===== config.mk =====
export PLATFORM = sky130hd
export DESIGN_NAME = mbx_cmd_engine
export DESIGN_NICKNAME = d
export VERILOG_FILES = /design/src/rtl/mbx_pkg.sv /design/src/rtl/mbx_ctrl.sv /design/src/rtl/mbx_dpath.sv /design/src/rtl/mbx_cmd_engine.sv
export SDC_FILE = /design/constraint.sdc
export NUM_CORES = 1
export LEC_CHECK = 0
export BUFFER_PORTS_ARGS = -buffer_cell sky130_fd_sc_hd__buf_2
export CORE_MARGIN = 3
export CORE_UTILIZATION = 50
export DETAILED_ROUTE_END_ITERATION = 7
export PLACE_DENSITY = 0.91
export SLEW_MARGIN = 10
export SYNTH_ARGS = -nofsm -noshare
export SYNTH_HDL_FRONTEND = slang
export SYNTH_HIERARCHICAL = 1
export SYNTH_SLANG_ARGS = --single-unit

===== constraint.sdc =====
create_clock -name clk -period 5.6 [get_ports clk]
set_input_delay 0.84 -clock clk [delete_from_list [all_inputs] [get_ports clk]]
set_output_delay 0.84 -clock clk [all_outputs]
set_load 0.005 [all_outputs]

===== src/rtl/mbx_pkg.sv =====
package mbx_pkg;
  localparam int ADDR_W = 2;
  localparam int DATA_W = 64;
  localparam int LEN_W  = 21;
  localparam int OPC_W  = 16;
  localparam int RC_W   = 16;

  // register indices
  localparam logic [ADDR_W-1:0] A_CTRL = 2'd0;
  localparam logic [ADDR_W-1:0] A_CMD  = 2'd1;
  localparam logic [ADDR_W-1:0] A_STAT = 2'd2;
  localparam logic [ADDR_W-1:0] A_DEV  = 2'd3;

  // field positions
  localparam int CMD_LEN_LSB = 16;
  localparam int RC_LSB      = 32;
  localparam int DEV_FATAL   = 0;
  localparam int DEV_HALT    = 1;
  localparam int DEV_MEDIA   = 2;   // two bits, 01 = ready
  localparam int DEV_MBRDY   = 4;
  localparam int DEV_RST     = 5;   // three bits, nonzero = reset wanted

  typedef enum logic [1:0] {
    ST_OK    = 2'd0,
    ST_BUSY  = 2'd1,
    ST_TMO   = 2'd2,
    ST_FAULT = 2'd3
  } cmdStatus_e;

  typedef enum logic [3:0] {
    S_IDLE, S_PREPOLL, S_HEALTH, S_RECHK, S_WRCMD,
    S_RING, S_POSTPOLL, S_RDSTAT, S_RDLEN, S_DONE
  } seqState_e;

  // control -> datapath
  typedef struct packed {
    logic              latchReq;
    logic              clrTmr;
    logic              tmrRun;
    logic              capRc;
    logic              capLen;
    logic              setResult;
    cmdStatus_e        result;
    logic              busReq;
    logic              busWe;
    logic [ADDR_W-1:0] busAddr;
  } seqStrobe_t;

  // datapath -> control
  typedef struct packed {
    logic dbSet;
    logic devUp;
    logic devSick;
    logic rcNz;
    logic expired;
  } seqFlags_t;
endpackage


===== src/rtl/mbx_ctrl.sv =====
module mbx_ctrl
  import mbx_pkg::*;
(
  input  logic       clk,
  input  logic       rstN,
  input  logic       reqValid,
  input  logic       regAck,
  input  seqFlags_t  flags,
  output seqStrobe_t stb,
  output logic       busy,
  output logic       doneValid
);
  seqState_e state, nextState;

  always_ff @(posedge clk) begin
    if (!rstN) state <= S_IDLE;
    else       state <= nextState;
  end

  assign busy      = (state != S_IDLE);
  assign doneValid = (state == S_DONE);

  always_comb begin
    nextState   = state;
    stb         = '0;
    stb.result  = ST_OK;
    stb.busAddr = A_CTRL;
    unique case (state)
      S_IDLE: begin
        if (reqValid) begin
          stb.latchReq = 1'b1;
          stb.clrTmr   = 1'b1;
          nextState    = S_PREPOLL;
        end
      end
      S_PREPOLL, S_POSTPOLL: begin
        stb.busReq  = 1'b1;
        stb.busAddr = A_CTRL;
        stb.tmrRun  = 1'b1;
        if (regAck) begin
          if (!flags.dbSet) begin
            nextState = (state == S_PREPOLL) ? S_HEALTH : S_RDSTAT;
          end else if (flags.expired) begin
            stb.setResult = 1'b1;
            stb.result    = ST_TMO;
            nextState     = S_DONE;
          end
        end
      end
      S_HEALTH: begin
        stb.busReq  = 1'b1;
        stb.busAddr = A_DEV;
        if (regAck) begin
          if (!flags.devUp) begin
            stb.setResult = 1'b1;
            stb.result    = ST_BUSY;
            nextState     = S_DONE;
          end else if (flags.devSick) begin
            stb.setResult = 1'b1;
            stb.result    = ST_FAULT;
            nextState     = S_DONE;
          end else begin
            nextState = S_RECHK;
          end
        end
      end
      S_RECHK: begin
        stb.busReq  = 1'b1;
        stb.busAddr = A_CTRL;
        if (regAck) begin
          if (flags.dbSet) begin
            stb.setResult = 1'b1;
            stb.result    = ST_BUSY;
            nextState     = S_DONE;
          end else begin
            nextState = S_WRCMD;
          end
        end
      end
      S_WRCMD: begin
        stb.busReq  = 1'b1;
        stb.busWe   = 1'b1;
        stb.busAddr = A_CMD;
        if (regAck) nextState = S_RING;
      end
      S_RING: begin
        stb.busReq  = 1'b1;
        stb.busWe   = 1'b1;
        stb.busAddr = A_CTRL;
        if (regAck) begin
          stb.clrTmr = 1'b1;
          nextState  = S_POSTPOLL;
        end
      end
      S_RDSTAT: begin
        stb.busReq  = 1'b1;
        stb.busAddr = A_STAT;
        if (regAck) begin
          stb.capRc = 1'b1;
          if (flags.rcNz) begin
            stb.setResult = 1'b1;
            nextState     = S_DONE;
          end else begin
            nextState = S_RDLEN;
          end
        end
      end
      S_RDLEN: begin
        stb.busReq  = 1'b1;
        stb.busAddr = A_CMD;
        if (regAck) begin
          stb.capLen    = 1'b1;
          stb.setResult = 1'b1;
          nextState     = S_DONE;
        end
      end
      S_DONE:  nextState = S_IDLE;
      default: nextState = S_IDLE;
    endcase
  end
endmodule


===== src/rtl/mbx_dpath.sv =====
module mbx_dpath
  import mbx_pkg::*;
#(
  parameter int              TMR_W     = 8,
  parameter logic [TMR_W-1:0] TMR_LIMIT = '1,
  parameter int              CAP_BYTES = 4096
) (
  input  logic              clk,
  input  logic              rstN,
  input  seqStrobe_t        stb,
  input  logic [OPC_W-1:0]  reqOpcode,
  input  logic [LEN_W-1:0]  reqInLen,
  input  logic [LEN_W-1:0]  reqOutLen,
  input  logic [DATA_W-1:0] regRdata,
  output logic [DATA_W-1:0] regWdata,
  output seqFlags_t         flags,
  output logic [1:0]        doneStatus,
  output logic [RC_W-1:0]   doneRc,
  output logic [LEN_W-1:0]  doneOutLen
);
  localparam logic [LEN_W-1:0] CAP_V = LEN_W'(CAP_BYTES);
  localparam int CMD_PAD = DATA_W - CMD_LEN_LSB - LEN_W;

  logic [OPC_W-1:0] opcQ;
  logic [LEN_W-1:0] inLenQ, outLenQ, lenQ;
  logic [RC_W-1:0]  rcQ;
  cmdStatus_e       statQ;
  logic [TMR_W-1:0] tmr;
  logic [LEN_W-1:0] devLen, capA, clamped;
  logic             unusedBits;

  // decode of the word returned by the current read
  assign devLen        = regRdata[CMD_LEN_LSB +: LEN_W];
  assign flags.dbSet   = regRdata[0];
  assign flags.devUp   = regRdata[DEV_MBRDY] && (regRdata[DEV_MEDIA +: 2] == 2'b01);
  assign flags.devSick = regRdata[DEV_FATAL] || regRdata[DEV_HALT] ||
                         (regRdata[DEV_RST +: 3] != 3'd0);
  assign flags.rcNz    = (regRdata[RC_LSB +: RC_W] != '0);
  assign flags.expired = (tmr >= TMR_LIMIT);
  assign unusedBits    = ^{regRdata[63:48], regRdata[15:8]};

  // three-way minimum
  assign capA    = (outLenQ < CAP_V) ? outLenQ : CAP_V;
  assign clamped = (capA < devLen) ? capA : devLen;

  assign regWdata = (stb.busAddr == A_CMD) ?
                    {{CMD_PAD{1'b0}}, inLenQ, opcQ} : {{(DATA_W-1){1'b0}}, 1'b1};

  always_ff @(posedge clk) begin
    if (!rstN) begin
      opcQ    <= '0;
      inLenQ  <= '0;
      outLenQ <= '0;
      lenQ    <= '0;
      rcQ     <= '0;
      statQ   <= ST_OK;
      tmr     <= '0;
    end else begin
      if (stb.latchReq) begin
        opcQ    <= reqOpcode;
        inLenQ  <= reqInLen;
        outLenQ <= reqOutLen;
        lenQ    <= '0;
        rcQ     <= '0;
        statQ   <= ST_OK;
      end
      if (stb.clrTmr)                     tmr <= '0;
      else if (stb.tmrRun && !flags.expired) tmr <= tmr + 1'b1;
      if (stb.capRc)     rcQ   <= regRdata[RC_LSB +: RC_W];
      if (stb.capLen)    lenQ  <= clamped;
      if (stb.setResult) statQ <= stb.result;
    end
  end

  assign doneStatus = statQ;
  assign doneRc     = rcQ;
  assign doneOutLen = lenQ;
endmodule


===== src/rtl/mbx_cmd_engine.sv =====
module mbx_cmd_engine
  import mbx_pkg::*;
#(
  parameter longint CLK_HZ          = 200_000_000,
  parameter int     TIMEOUT_MS      = 2000,
  parameter int     SIM_TIMEOUT_CYC = 0,
  parameter int     CAP_BYTES       = 4096
) (
  input  logic        clk,
  input  logic        rstN,
  input  logic        reqValid,
  input  logic [15:0] reqOpcode,
  input  logic [20:0] reqInLen,
  input  logic [20:0] reqOutLen,
  output logic        busy,
  output logic        regReq,
  output logic        regWe,
  output logic [1:0]  regAddr,
  output logic [63:0] regWdata,
  input  logic [63:0] regRdata,
  input  logic        regAck,
  output logic        doneValid,
  output logic [1:0]  doneStatus,
  output logic [15:0] doneRc,
  output logic [20:0] doneOutLen
);
  localparam longint LIMIT = (SIM_TIMEOUT_CYC != 0) ? longint'(SIM_TIMEOUT_CYC)
                                                    : (CLK_HZ / 1000) * TIMEOUT_MS;
  localparam int TMR_W = $clog2(LIMIT + 1);
  localparam logic [TMR_W-1:0] TMR_LIMIT = TMR_W'(LIMIT);

  seqStrobe_t stb;
  seqFlags_t  flags;

  mbx_ctrl u_ctrl (
    .clk       (clk),
    .rstN      (rstN),
    .reqValid  (reqValid),
    .regAck    (regAck),
    .flags     (flags),
    .stb       (stb),
    .busy      (busy),
    .doneValid (doneValid)
  );

  mbx_dpath #(
    .TMR_W     (TMR_W),
    .TMR_LIMIT (TMR_LIMIT),
    .CAP_BYTES (CAP_BYTES)
  ) u_dpath (
    .clk        (clk),
    .rstN       (rstN),
    .stb        (stb),
    .reqOpcode  (reqOpcode),
    .reqInLen   (reqInLen),
    .reqOutLen  (reqOutLen),
    .regRdata   (regRdata),
    .regWdata   (regWdata),
    .flags      (flags),
    .doneStatus (doneStatus),
    .doneRc     (doneRc),
    .doneOutLen (doneOutLen)
  );

  assign regReq  = stb.busReq;
  assign regWe   = stb.busWe;
  assign regAddr = stb.busAddr;
endmodule


==> run metrics, run 1 <==
Final setup violation count=0; Clock power frac=0.353; placed cells=1102; power per standard cell area=376.8 nW/um^2; crit-path max FO=19; kind of cell adding the most delay to the critical path=simple AND/OR/NAND/NOR gates; Cell variety after synth=62; # diodes=0; root buf cell=clkbuf_16; area share of the largest cell type after synthesis=0.3789; CTS tree=built; Worst Hold Slack=467.3 ps; largest net degree at the start of global routing=87; first-pass GRT wire length=28230 um; Gate power share=0.289; Worst R2R Path Depth=10; Setup Fix Bufs, Post-CTS=0; most common cell in the netlist=dfxtp_1; via count=6177; Slowest-stage cell, CP=nor4_4; Critical R2R Capture=u_dpath/doneOutLen[10]$_SDFFE_PN0P_; Crit. End Element=flip-flop; Slew Limit Fails=0; Seq/Total Area, Yosys=0.3789; Synth warnings=6; r2r startpoint=u_dpath/outLenQ[14]$_SDFFE_PN0P_; worst-skew pair later-pin latency=410 ps; Bufs on Longest Clock Path=2; core area=13350 sq um; DIE WIDTH=123.2 um; Reg2Reg Setup Slack=1260 ps; # port buffers=183; Clock Sinks=130; Synth area leader=dfxtp_1; Place WS=1436 ps; Area Growth Syn to Fin=21.79%; Worst-Margin Slew=1065 ps; Post-Syn Area=6869 sq um; iteration-0 DRC count of the detailed router=472; drt wl/cell=16.00 um; hold buffer count at CTS=0; die area=15180 sq um; number of flops mapped to enable cells by yosys=0; CP required=5900 ps; final hold viol count=0; setup TNS=0 ps; sw frac=0.3237; hpwl dp=12670 um; initial antenna violation count=1; Seq pwr share=0.358; layout cells sized above 1=0.2424; GRT Total Usage=0.2335; Slew Limit Headroom=0.2899; Metal-1 WL=7174 um; initial core utilization=0.5146; CP Launch Type=flip-flop; Mapped Cells=779; post-route clock period utilization=0.7754; chip height=123.2 um; IO Pins=235; HP Start=u_dpath/doneOutLen[12]$_SDFFE_PN0P_; Pre-antenna DRT Iters=5; Leak Pwr=3.716 nW; GPL Wtd Cong=0.8668; highest metal used=met5; Fin Clk Skew=9.902 ps; row count=42; WP buf/inv=0; fin nets=1093; vias in the first global route=5808; Most used DFF post-synth=dfxtp_1; Hold Path Depth=1; TritonCTS buffer count=17; DR WL met3=1576 um; post-DR vias/cell=5.452; worst path cell trace=or4_1, nor4_4, and2_1, ha_1, a211oi_1, nor2_1, a2111oi_0, o211ai_2, and3_1, a221o_1; largest cells by area after synthesis=dfxtp_1, mux2i_1, nor2b_1, and2_1, ha_1; routed wl met2=8874 um; Tmin final=4342 ps; DRC Markers=0; GR Overflow Total=0; Worst Hold Class=reg -> reg; synthesized flop and latch total=130; Post-Layout Cell Count=1133; Post-synth ARST share=0; Slowest Stage Delay on Critical Path=650 ps; post_cts resized=0; Avg Synthesized Cell Area=8.818 sq um; Clock Pin Slew Worst Setup and Hold Paths=50 ps; status=finished, final reports clean; kind of critical path=reg -> reg; Post-synth top cells=dfxtp_1, nor2b_1, mux2i_1, and2_1, nor2_1; worst setup margin=1258 ps; post-route ant nets=0; WL final=18130 um; Cell Int Power=0.002132 W; Psw=0.001020 W; number of max-cap violations=0; CTS HTree Levels=4; hold path endpoint=u_dpath/doneOutLen[12]$_SDFFE_PN0P_; RSZ-0062 raised after global routing=false; Worst IR Drop VDD=0.3007 mV; max frequency=230.3 MHz; fin util=0.6267; worst endpoint data arrival time=4640 ps
state kept, by name, summed over array words and instances, names as in the netlist:
register            cells
u_dpath/inLenQ         21
u_dpath/doneStatus      2
u_dpath/doneOutLen     21
u_dpath/outLenQ        21
u_dpath/opcQ           16
u_dpath/doneRc         16
u_dpath/tmr            29
u_ctrl/state            4
power groups by stage:
| stage | logic, W | registers [W] | clock network (W) |
|---|---|---|---|
| 2_1_floorplan | 0.000716 | 0.00109 | 0 |
| 3_3_place_gp | 0.000873 | 0.00113 | 0 |
| 3_5_place_dp | 0.000897 | 0.00114 | 0 |
| 4_1_cts | 0.000905 | 0.00112 | 0.00112 |
| 5_1_grt | 0.000997 | 0.00114 | 0.00118 |
| 6_report | 0.000912 | 0.00113 | 0.00111 |
per-stage QoR:
step | area [sq um] | power (W)
floorplan | 6997 | 0.001803
global placement | 7772 | 0.002007
detailed placement | 7772 | 0.002036
CTS | 8366 | 0.003149
global route | 8366 | 0.003312
finish | 8366 | 0.003152
worst max path at each step:
| stage | start | end | slack (ps) | cells past startpoint |
|---|---|---|---|---|
| final | u_dpath/outLenQ[14]$_SDFFE_PN0P_ | u_dpath/doneOutLen[10]$_SDFFE_PN0P_ | 1260 | 10 |
| after global routing | u_dpath/outLenQ[14]$_SDFFE_PN0P_ | u_dpath/doneOutLen[10]$_SDFFE_PN0P_ | 1020 | 10 |
| after CTS | u_dpath/outLenQ[14]$_SDFFE_PN0P_ | u_dpath/doneOutLen[10]$_SDFFE_PN0P_ | 1340 | 10 |
| after detailed placement | u_dpath/outLenQ[14]$_SDFFE_PN0P_ | u_dpath/doneOutLen[10]$_SDFFE_PN0P_ | 1440 | 10 |
| after global placement | u_dpath/outLenQ[14]$_SDFFE_PN0P_ | u_dpath/doneOutLen[4]$_SDFFE_PN0P_ | 1450 | 10 |
| after floorplan | u_dpath/outLenQ[14]$_SDFFE_PN0P_ | u_dpath/doneOutLen[10]$_SDFFE_PN0P_ | 2080 | 13 |
cells by family (layout without fill, tap and decap cells):
family,after synthesis,count (layout),share of synthesized area
multiplexers,60,60,0.08743
XOR/XNOR,21,21,0.02678
AND/OR/NAND/NOR,327,327,0.2754
other,1,35,0.0005459
flip-flops,130,130,0.3789
adder cells (fa/ha/maj),22,22,0.04007
buffers and inverters,114,258,0.08233
AO/OA/AOI/OAI,104,104,0.1086
metal layers:
layer,global-route usage,vias to the layer above
met5,0,-
met4,0.08512,2
met3,0.07777,36
met2,0.3802,282
met1,0.2879,2900
li1,-,2957
layout make-up:
class	count	area (sq um)
inverters	38	142.6
flip-flops and latches	130	2603
repair buffers	189	960.9
fillers	1061	4982
well taps	176	220.2
multi-input cells	569	3846
clock inverters	11	136.4
clock buffers	20	456.7
placed cells by master (no fill, tap or decap), types with 17 or more instances in the layout:
cell,n
nor2b_1,81
conb_1,35
a21oi_1,32
mux2i_1,60
nor3b_1,20
nand2_1,42
inv_1,38
clkbuf_16,17
and2_1,51
nor4_1,19
nor2_1,50
ha_1,22
dfxtp_1,130
buf_2,183
xnor2_1,19
(Power assumes the default switching activity.)
==> inputs of run 2 (changes only) <==
Settings changed: ABC_AREA set to 1.
Clock period 5.6 ns to 4 ns, I/O delays scaled along.
==> run metrics, run 2 <==
status=finished, final reports clean; iteration-0 DRC count of the detailed router=438; post-route clock period utilization=0.8087; Worst Hold Class=in -> reg; number of flops mapped to enable cells by yosys=0; RSZ-0062 raised after global routing=false; root buf cell=clkbuf_16; IO Pins=235; post-DR vias/cell=5.038; Tmin final=3235 ps; Seq/Total Area, Yosys=0.3769; largest register by flop count=u_dpath/tmr; worst-skew pair later-pin latency=420 ps; Slew Limit Fails=0; Leak Pwr=3.985 nW; fin nets=1339; Final setup violation count=0; Clock power frac=0.335; Slew Limit Headroom=0.3700; kind of critical path=reg -> reg; Psw=0.001886 W; vias in the first global route=6192; crit-path max FO=21; Area Growth Syn to Fin=22.78%; Bufs on Longest Clock Path=2; Power, Total=0.005091 W; TritonCTS buffer count=17; most common cell in the netlist=nand2_1; largest cells by area after synthesis=dfxtp_1, nand2_1, a21oi_1, nor2_1, inv_1; GPL Wtd Cong=0.9281; Post-synth top cells=nand2_1, nor2_1, dfxtp_1, a21oi_1, inv_1; GR Overflow Total=0; r2r startpoint=u_dpath/outLenQ[17]$_SDFFE_PN0P_; post_cts resized=0; GRT Total Usage=0.2328; Clock Pin Slew Worst Setup and Hold Paths=60 ps; Gate power share=0.344; Post-synth ARST share=0; Cell variety after synth=40; hold buffer count at CTS=0; initial antenna violation count=1; die area=15250 sq um; CTS HTree Levels=4; # port buffers=183; layout cells sized above 1=0.2126; Fin Clk Skew=9.860 ps; drt wl/cell=12.91 um; CP startpoint=u_dpath/outLenQ[17]$_SDFFE_PN0P_; commonest non-fill, non-tap cells in the layout=nand2_1, buf_2, nor2_1; Avg Synthesized Cell Area=6.782 sq um; CP Launch Type=flip-flop; Worst R2R Path Depth=14; Mapped Cells=1018; final hold viol count=0; multi-input logic area=3576 sq um; Synth warnings=6; Crit. End Element=flip-flop; Pre-antenna DRT Iters=6; max FFs per register=29; largest net degree at the start of global routing=63; post-route ant nets=0; Post-Syn Area=6904 sq um; area share of the largest cell type after synthesis=0.3769; sw frac=0.3705; chip height=123.5 um; commonest non-fill, non-tap cell in the layout=nand2_1; number of max-cap violations=0; row count=42; # fillers=1241; via count=6953; synthesized flop and latch total=130; Worst IR Drop VDD=0.3945 mV; Seq pwr share=0.321; DRC Markers=0; DIE WIDTH=123.5 um; Worst-Margin Slew=941.6 ps; power per standard cell area=600.5 nW/um^2; Reg2Reg Setup Slack=770 ps; Clock Sinks=130; Synth area leader=dfxtp_1; CTS tree=built; Critical R2R Capture=u_dpath/doneOutLen[12]$_SDFFE_PN0P_; hpwl dp=13050 um; Most used DFF post-synth=dfxtp_1; # diodes=0; first-pass GRT wire length=28270 um; worst endpoint data arrival time=3570 ps; WL final=17810 um; CP required=4340 ps; Critical Path End=u_dpath/doneOutLen[12]$_SDFFE_PN0P_; core area=13350 sq um; setup TNS=0 ps; initial core utilization=0.5172; FF/Latch Area=2603 sq um; max frequency=309.1 MHz; Setup Fix Bufs, Post-CTS=0; Cell Int Power=0.003204 W
## run 2: changes by cell type after synthesis, sizes merged, moves of 11 or more
cell   before  now
xnor2      19    8
nor3        4   16
a21oi      32  118
inv        38  115
nor3b      21    1
nor2       51  144
o21ai      12   67
nor2b      81    0
a221o      11    0
nand3      13   66
nand2      42  220
mux2i      60    0
and2       51    0
nor4       21    6
## run 2: per-layer routing
layer | up-vias | wire length [um] | share of wire | global-route usage
li1 | 3551 | - | - | -
met1 | 3112 | 7699 | 0.43 | 0.2918
met2 | 263 | 8244 | 0.46 | 0.3748
met5 | - | 4 | 0.00022 | 0
met4 | 2 | 348 | 0.020 | 0.08858
met3 | 25 | 1511 | 0.085 | 0.07319
## run 2: power groups by stage
stage	combinational (W)	sequential (W)	clock, W
after CTS	0.00174	0.00163	0.00173
after floorplan	0.00132	0.00164	0
after global placement	0.00169	0.00165	0
after detailed placement	0.00173	0.00166	0
final	0.00175	0.00163	0.00171
after global routing	0.00198	0.00166	0.00179
## run 2: logic make-up (layout without fill, tap and decap cells)
group                    after synthesis  in the layout  share of synthesized area
buffers and inverters                188            340                     0.1236
AND/OR/NAND/NOR                      467            467                     0.2920
adder cells (fa/ha/maj)               22             22                    0.03987
other                                  1             35                  0.0005432
AO/OA/AOI/OAI                        192            192                     0.1443
XOR/XNOR                              18             18                    0.02283
flip-flops                           130            130                     0.3769
## run 2: stage by stage
step                      std cells  worst slack (ps)  cell area [sq um]  utilization  hold slack, ps
after global routing           1380             459.0               8477       0.6351           409.1
after detailed placement       1348             858.1               7818       0.5857           446.8
after floorplan                1052              1662               7032            -           429.3
after global placement         1348             948.2               7818       0.5857           441.0
after CTS                      1380             839.3               8477       0.6351           392.1
final                          1380             765.1               8477       0.6351           410.9
## run 2: how the worst min path moves through the flow
stage / from / end / cells after the start
detailed placement: u_dpath/outLenQ[20]$_SDFFE_PN0P_ / u_dpath/outLenQ[20]$_SDFFE_PN0P_ / 2
global placement: u_dpath/outLenQ[20]$_SDFFE_PN0P_ / u_dpath/outLenQ[20]$_SDFFE_PN0P_ / 2
floorplan: u_dpath/outLenQ[20]$_SDFFE_PN0P_ / u_dpath/outLenQ[20]$_SDFFE_PN0P_ / 2
CTS: reqOutLen[15] / u_dpath/outLenQ[15]$_SDFFE_PN0P_ / 3
global route: reqOutLen[14] / u_dpath/outLenQ[14]$_SDFFE_PN0P_ / 3
finish: reqOutLen[19] / u_dpath/outLenQ[19]$_SDFFE_PN0P_ / 3
## run 2: final cells by class
cell class,instances,area share
clock buffer,19,0.05343
clock inverter,13,0.02435
inverter,116,0.05137
multi-input combinational,734,0.4218
sequential,130,0.3070
tap,176,0.02598
timing repair buffer,192,0.1160
## run 2: critical path: stages, from the launching register on
cell,delay (ps)
dfxtp_1,310
nor3_1,280
nand2_1,140
inv_1,260
nand2_1,130
inv_1,80
ha_1,240
a21oi_1,170
o21a_1,150
nand2_1,60
nand2_1,330
nand2_1,550
nand2_1,180
nand3_1,120
a21oi_1,150
==> inputs of run 3 (changes only) <==
Settings changed: CORE_UTILIZATION 50 to 46, PLACE_DENSITY 0.91 to 0.88.
Clock period 4 ns to 2.6 ns, I/O delays scaled along.
==> run metrics, run 3 (synthesized netlist as in run 2, its figures left out) <==
status=finished, final reports clean; GPL Wtd Cong=0.9184; fin area=8554 sq um; Final setup violation count=0; kind of critical path=reg -> out; CTS HTree Levels=4; post-DR vias/cell=5.063; Worst Hold Class=in -> reg; max frequency=407.1 MHz; Worst-Margin Slew=1012 ps; largest net degree at the start of global routing=85; Pre-antenna DRT Iters=6; Tmin final=2457 ps; GR Overflow Total=0; max FFs per register=29; core area=14590 sq um; CTS tree=built; commonest non-fill, non-tap cell in the layout=nand2_1; post-route clock period utilization=0.9448; iteration-0 DRC count of the detailed router=566; via count=7099; Leak Pwr=4.005 nW; Clock Sinks=130; post-route ant nets=0; Bufs on Longest Clock Path=2; Crit. End Element=primary output; worst path cell trace=nor2_4, inv_2, nor2_2, inv_1, o211ai_1, inv_1, nor2_4, buf_4, inv_4, nor2_1, buf_2; layout cells sized above 1=0.2307; number of max-cap violations=0; hold buffer count at CTS=0; Fin Clk Skew=8.304 ps; Hold Path Depth=3; RSZ-0062 raised after global routing=true; GRT Total Usage=0.2157; row count=44; # diodes=0; # fillers=1317; # port buffers=183; first-pass GRT wire length=29240 um; dpl cell area=7870 sq um; TritonCTS buffer count=17; CP required=2210 ps; final hold viol count=0; WL final=18460 um; setup TNS=0 ps; commonest non-fill, non-tap cells in the layout=nand2_1, buf_2, nor2_1; Slew Limit Fails=0; Slowest-stage cell, CP=dfxtp_4; initial core utilization=0.4732; fin nets=1354; hpwl dp=13150 um; CP Launch Type=flip-flop; Worst IR Drop VDD=0.5643 mV; Area Growth Syn to Fin=23.90%; Worst R2R Path Depth=18; DIE WIDTH=128.5 um; Clock Pin Slew Worst Setup and Hold Paths=50 ps; initial antenna violation count=0; drt wl/cell=13.17 um; worst-skew pair later-pin latency=410 ps; worst endpoint data arrival time=2070 ps; Slew Limit Headroom=0.3230; power per standard cell area=918.3 nW/um^2; die area=16510 sq um; DRC Markers=0; Slowest Stage Delay on Critical Path=370 ps; crit-path max FO=18; root buf cell=clkbuf_16; chip height=128.5 um; IO Pins=235; largest register by flop count=u_dpath/tmr; vias in the first global route=6405
## run 3: cell types whose count changed in the layout (fill, tap and decap cells not counted), sizes merged
cell      before  now
bufinv         5    1
clkbuf        19   21
buf          192  205
clkinv         5    6
clkinvlp       2    4
## run 3: critical path: cells and delay by family, from the launching register on
family / cells / cell delay (ps)
buffers and inverters: 6 / 610
and+or+nand+nor: 4 / 590
DFF: 1 / 370
AOI/OAI and AO/OA: 1 / 90
## run 3: area by class of cell
class | count | area, sq um | share of cell area
multi-input cells | 734 | 3612 | 0.4223
repair inverters | 2 | 13.76 | 0.001609
well taps | 184 | 230.2 | 0.02691
clock buffers | 21 | 460.4 | 0.05382
inverters | 116 | 445.4 | 0.05207
repair buffers | 205 | 1097 | 0.1283
flip-flops and latches | 130 | 2609 | 0.3050
clock inverters | 10 | 86.33 | 0.01009
## run 3: path summary, 6_finish.rpt
kind | slack (ps) | start | endpoint
worst min register to register | 450 | u_dpath/outLenQ[20]$_SDFFE_PN0P_ | u_dpath/outLenQ[20]$_SDFFE_PN0P_
worst max register to register | 200 | u_dpath/outLenQ[15]$_SDFFE_PN0P_ | u_dpath/doneOutLen[12]$_SDFFE_PN0P_
worst max-delay path | 140 | u_ctrl/state[1]$_SDFFE_PN0P_ | regWdata[32]
worst min-delay path | 200 | reqOutLen[18] | u_dpath/outLenQ[18]$_SDFFE_PN0P_
## run 3: what timing repair did
action | in CTS | in global routing
pin swaps | 0 | 3
resized for setup | 6 | 17
setup buffers | 0 | 9
cloned | 0 | 2
hold endpoints to repair | 0 | 0
setup endpoints to repair | 24 | 34
## run 3: metal layers
metal  global-route usage  wire, um  vias to the layer above
met5                    0         0                        -
li1                     -         -                     3588
met1               0.2753      8034                     3189
met3              0.05438      1382                       41
met4              0.09203       524                        0
met2               0.3475      8519                      281
## run 3: through the flow
step           setup slack [ps]  hold WS (ps)    util  cells  total power, W
3_5_place_dp              2.157         446.1  0.5395   1360        0.005268
6_report                  143.4         198.2  0.5864   1402        0.007856
3_3_place_gp              108.9         438.5  0.5395   1360        0.005209
2_1_floorplan             262.3         429.3       -   1052        0.004550
5_1_grt                  -27.83         193.3  0.5864   1402        0.008428
4_1_cts                   7.675         182.5  0.5783   1391        0.007554
## run 3: where the power goes
group / switching [W] / internal, W / total [W]
Clock: 0.000862 / 0.00135 / 0.00221
Sequential: 0.000177 / 0.00236 / 0.00254
Combinational: 0.00203 / 0.00108 / 0.00310
